--- src/rtl/ssb_rx_demod.sv ---
module ssb_rx_demod #(
  parameter int SMP_W     = 12,
  parameter int DAC_RANGE = 250,
  parameter int OUT_W     = 8,
  parameter int OUT_DIV   = 32,
  parameter int HILB_DIV  = 4096,
  parameter int ACC_W     = 32
) (
  input  logic             clk,
  input  logic             rst_n,
  input  logic             smp_valid,
  input  logic [SMP_W-1:0] smp_data,
  input  logic             tx_en,
  output logic             aud_valid,
  output logic [OUT_W-1:0] aud_code
);
  localparam int TAPS    = 15;
  localparam int MID     = TAPS / 2;
  localparam int DAC_MID = DAC_RANGE / 2;
  localparam int NCOEF   = 4;
  localparam int COEF [NCOEF] = '{315, 440, 734, 2202};
  localparam logic signed [ACC_W-1:0] TWO_D  = ACC_W'(2);
  localparam logic signed [ACC_W-1:0] HILB_D = ACC_W'(HILB_DIV);
  localparam logic signed [ACC_W-1:0] OUT_D  = ACC_W'(OUT_DIV);
  localparam logic signed [ACC_W-1:0] MID_D  = ACC_W'(DAC_MID);
  localparam logic signed [ACC_W-1:0] TOP_D  = ACC_W'(DAC_RANGE);

  logic signed [SMP_W-1:0] q_line [TAPS];
  logic signed [SMP_W-1:0] i_line [TAPS];
  logic signed [SMP_W-1:0] i_prev;
  logic                    phase;

  logic                    take;
  logic signed [SMP_W-1:0] s_in;
  logic signed [ACC_W-1:0] i_avg, acc, hilb, diff, demod, code_full;
  logic        [OUT_W-1:0] code_next;

  assign take = smp_valid && !tx_en;
  assign s_in = $signed({~smp_data[SMP_W-1], smp_data[SMP_W-2:0]});
  assign i_avg = (ACC_W'(s_in) + ACC_W'(i_prev)) / TWO_D;

  always_comb begin
    acc = '0;
    for (int k = 0; k < NCOEF; k++)
      acc += (ACC_W'(q_line[2*k]) - ACC_W'(q_line[TAPS-1-2*k])) * ACC_W'(COEF[k]);
  end

  assign hilb      = acc / HILB_D;
  assign diff      = ACC_W'(i_line[MID+1]) - hilb;
  assign demod     = diff / OUT_D;
  assign code_full = demod + MID_D;

  always_comb begin
    if (code_full < 0)          code_next = '0;
    else if (code_full > TOP_D) code_next = OUT_W'(DAC_RANGE);
    else                        code_next = OUT_W'(code_full);
  end

  always_ff @(posedge clk or negedge rst_n) begin
    if (!rst_n) begin
      for (int k = 0; k < TAPS; k++) begin
        q_line[k] <= '0;
        i_line[k] <= '0;
      end
      i_prev    <= '0;
      phase     <= 1'b0;
      aud_valid <= 1'b0;
      aud_code  <= OUT_W'(DAC_MID);
    end else begin
      aud_valid <= 1'b0;
      if (take) begin
        phase <= ~phase;
        if (!phase) begin
          for (int k = 0; k < TAPS-1; k++) q_line[k] <= q_line[k+1];
          q_line[TAPS-1] <= s_in;
        end else begin
          for (int k = 0; k < TAPS-1; k++) i_line[k] <= i_line[k+1];
          i_line[TAPS-1] <= SMP_W'(i_avg);
          i_prev    <= s_in;
          aud_valid <= 1'b1;
          aud_code  <= code_next;
        end
      end
    end
  end

  AST_PHASE_TOGGLE: assert property (@(posedge clk) disable iff (!rst_n)
    take |=> phase != $past(phase));

  AST_Q_NO_OUTPUT: assert property (@(posedge clk) disable iff (!rst_n)
    (take && !phase) |=> !aud_valid);

  AST_VALID_FROM_STROBE: assert property (@(posedge clk) disable iff (!rst_n)
    aud_valid |-> $past(take));

  AST_CODE_HOLD: assert property (@(posedge clk) disable iff (!rst_n)
    !take |=> $stable(aud_code));

  AST_CODE_RANGE: assert property (@(posedge clk) disable iff (!rst_n)
    aud_code <= OUT_W'(DAC_RANGE));

  AST_TX_FREEZE: assert property (@(posedge clk) disable iff (!rst_n)
    (smp_valid && tx_en) |=> $stable(phase) && $stable(i_prev) && !aud_valid);
endmodule

--- config.mk ---
export PLATFORM = sky130hd
export DESIGN_NAME = ssb_rx_demod
export DESIGN_NICKNAME = d
export VERILOG_FILES = /design/src/rtl/ssb_rx_demod.sv
export SDC_FILE = /design/constraint.sdc
export NUM_CORES = 1
export LEC_CHECK = 0
export BUFFER_PORTS_ARGS = -buffer_cell sky130_fd_sc_hd__buf_2
export CAP_MARGIN = 20
export CORE_ASPECT_RATIO = 0.75
export CORE_MARGIN = 4
export CORE_UTILIZATION = 59
export DETAILED_ROUTE_END_ITERATION = 6
export GPL_ROUTABILITY_DRIVEN = 0
export PLACE_DENSITY = 0.78
export REMOVE_ABC_BUFFERS = 1
export SYNTH_ARGS = -nofsm -noshare
export SYNTH_HDL_FRONTEND = slang
export SYNTH_SLANG_ARGS = --single-unit
--- constraint.sdc ---
create_clock -name clk -period 13.9 [get_ports clk]
set_input_delay 2.78 -clock clk [delete_from_list [all_inputs] [get_ports clk]]
set_output_delay 2.78 -clock clk [all_outputs]
set_load 0.005 [all_outputs]
==> qor.txt <==
Endpoints failing setup = 8
Cell mode on critical path = fa_1
Max-cap violations = 0
Critical Path Max Stage Delay = 580 ps
Top cell type's share of synthesized area = 0.2605
Area leader, netlist = dfrtp_1
Hold Crit Class = flip-flop to flip-flop
Final core area utilization = 0.7198
Layout area overhead = 20.04%
CP top delay family = adder cells
Most frequent cells in the layout = inv_1 (509), buf_4 (379), nand2_1 (342), ha_1 (314), dfrtp_1 (280)
Yosys warning total = 0
Initial DRC count = 1,410
PortBufs = 24
Final hold slack = 465.6 ps
Relative slew margins = 0.3028
Drc violations = 0
RSZ-0062 raised after global routing = yes
Setup crit start kind = flip-flop
Total number of vias = 20,940
Placed cell areas = 0.03016 mm2
Final worst path period share = 1.063
WL final = 67,470 um
Pre-antenna DRT Iters = 7
Slowest stage cell, crit path = fa_1
CP Max Fanout = 7
Kind of critical path = flip-flop to flip-flop
Mapped Area = 0.02689 mm2
Number of global-route vias before repair = 22,020
Routed length per instance = 17.85 um
Placed Instances = 3,687
CTS Root Cell = clkbuf_16
Die span in x = 254.5 um
Die ar. = 0.04910 mm2
Final slew viol count = 0
Final Cell Area = 0.03228 mm2
Status = finished, violations left
Routed Antenna Nets = 0
Non-Filler Instances = 3,780
Main synth FF type = dfrtp_1
Final Skew = 45.54 ps
Reg clk slew, reported paths = 70 ps
Worst setup EP type = flip-flop
CTS max path bufs = 3
Die Span Y = 192.9 um
Layout cells sized above 1 = 0.2373
Initial antenna violation count = 1
Gr ovfl total = 0
Antenna cells = 0
Num CTS Buffers = 30
Register bit total from synthesis = 286
First-pass GRT wire length = 109,400 um
Synth Area in Compound Gates = 0.09188
Pin count of the biggest net entering global routing = 143
Detailed Place HPWL = 51,910 um
Clk sinks = 286
Worst EP required = 14,320 ps
Final Hold Fails = 0
Synth Instances = 2,784
Fin crit period = 14,780 ps
Xor and xnor area share after synthesis = 0.06011
Syn Area/Cell = 9.660 um2
Nets = 3,771
Worst-Skew Late Latency = 600 ps
Initial Utilization = 0.5997
Largest family of logic cells by synthesized area = adder cells
Setup ws final = -876.7 ps
Number of library cell types mapped by synthesis = 82
Cts hold-fix bufs = 0
Worst-margin pin slew = 1046 ps
Peak Freq = 67.67 MHz
Std cell rows = 67
CTS tree = built
Vias per inst = 5.540
Most common cell after layout, fill and taps aside = inv_1
GRT Total Usage = 0.2753
Simple-Gate Fraction of Synth Area = 0.1019
H-tree Lvls = 1
Area of the core = 0.04485 mm2
Top cells by area, synth = dfrtp_1 (26%), fa_1 (18%), ha_1 (16%)
Ys async rst share = 1.000
Failing checks = setup timing
WP data arrival = 15,200 ps
# IOs = 25
Mux share of post-synthesis cell area = 0.05946
Post-synth EDFFs = 0
Adder-cell share of the synthesized area = 0.3380
Sequential area share after synthesis = 0.2664
Crit path buffers/inverters = 13
## registers in the layout (all words and copies together) (netlist names)
register,cells
aud_code,8
aud_valid,1
i_line,84
i_prev,12
phase,1
q_line,180
## path summary, 6_finish.rpt
check | from | depth (start not counted) | endpoint | slack (ps)
min reg2reg | i_line[45]$_DFFE_PN0P_ | 2 | i_line[57]$_DFFE_PN0P_ | 470
max | q_line[120]$_DFFE_PN0P_ | 65 | aud_code[7]$_DFFE_PN0P_ | -880
max reg2reg | q_line[120]$_DFFE_PN0P_ | 65 | aud_code[7]$_DFFE_PN0P_ | -880
min | i_line[45]$_DFFE_PN0P_ | 2 | i_line[57]$_DFFE_PN0P_ | 470
max in group asynchronous | rst_n | 2 | q_line[119]$_DFFE_PN0P_ | 9990
min in group asynchronous | rst_n | 1 | i_prev[2]$_DFFE_PN0P_ | 2290
## tightest hold or removal path, stage by stage (launching register included)
cell and delay [ps]:
dfrtp_1 340, nand2_1 50, nand2_1 50
## cell usage after synthesis, types with 4 or more instances
cell type	instances
and2_1	11
xor2_1	56
a41oi_1	4
nor2b_1	20
a211o_1	5
nand2_1	342
o21bai_1	12
nand4_1	6
a21oi_1	99
dfrtp_1	280
or3_1	15
mux2_2	133
a21o_1	33
fa_1	241
o21ai_0	115
mux2i_1	9
dfstp_2	6
inv_1	528
a2111oi_0	6
nand2b_1	12
a211oi_1	16
o31ai_1	6
clkbuf_1	50
nor3_1	41
nand3_1	25
nor2_1	100
xnor2_1	126
nand3b_1	5
a21boi_0	6
and3_1	18
a31oi_1	11
o21a_1	25
o211ai_1	5
or2_2	6
o41ai_1	5
ha_1	341
nor4_1	4
## layout make-up
class | instances | area [um2]
Clock buffer | 42 | 845.8
Timing Repair Buffer | 411 | 3082
Sequential cell | 286 | 7164
Inverter | 529 | 1986
Multi-Input combinational cell | 1915 | 18350
Fill cell | 2921 | 12560
Clock inverter | 11 | 121.4
Tap cell | 586 | 733.2
## metrics by stage
step	TNS [ps]	setup slack, ps
6_report	-6720	-876.7
5_1_grt	-11270	-1443
4_1_cts	-3585	-481.7
3_5_place_dp	-12210	-1575
3_3_place_gp	-7282	-955.5
2_1_floorplan	-7177	-935.9
## routing by layer
layer,share of wire,vias to the layer above,GRT usage
met3,0.059,148,0.04554
met2,0.47,547,0.4562
met1,0.44,10470,0.3863
li1,-,9778,-
met5,0.00021,-,0
met4,0.027,2,0.06334
## what timing repair did
item                                    CTS  global route
pin swaps                               118            62
resized for setup                       123            49
setup buffers                            28            11
endpoints found under the hold margin     0             0
gates cloned                              0             0
endpoints found under the setup margin    8             8
## cell families after synthesis
family          after synthesis
xor+xnor                    183
simple gates                621
flops                       286
compound gates              386
buf+inv                     583
fa+ha+maj                   582
mux                         143
Power is left out: the tool's default activity adds up to more than one toggle a clock period on the data nets, which glitch-free logic cannot reach.
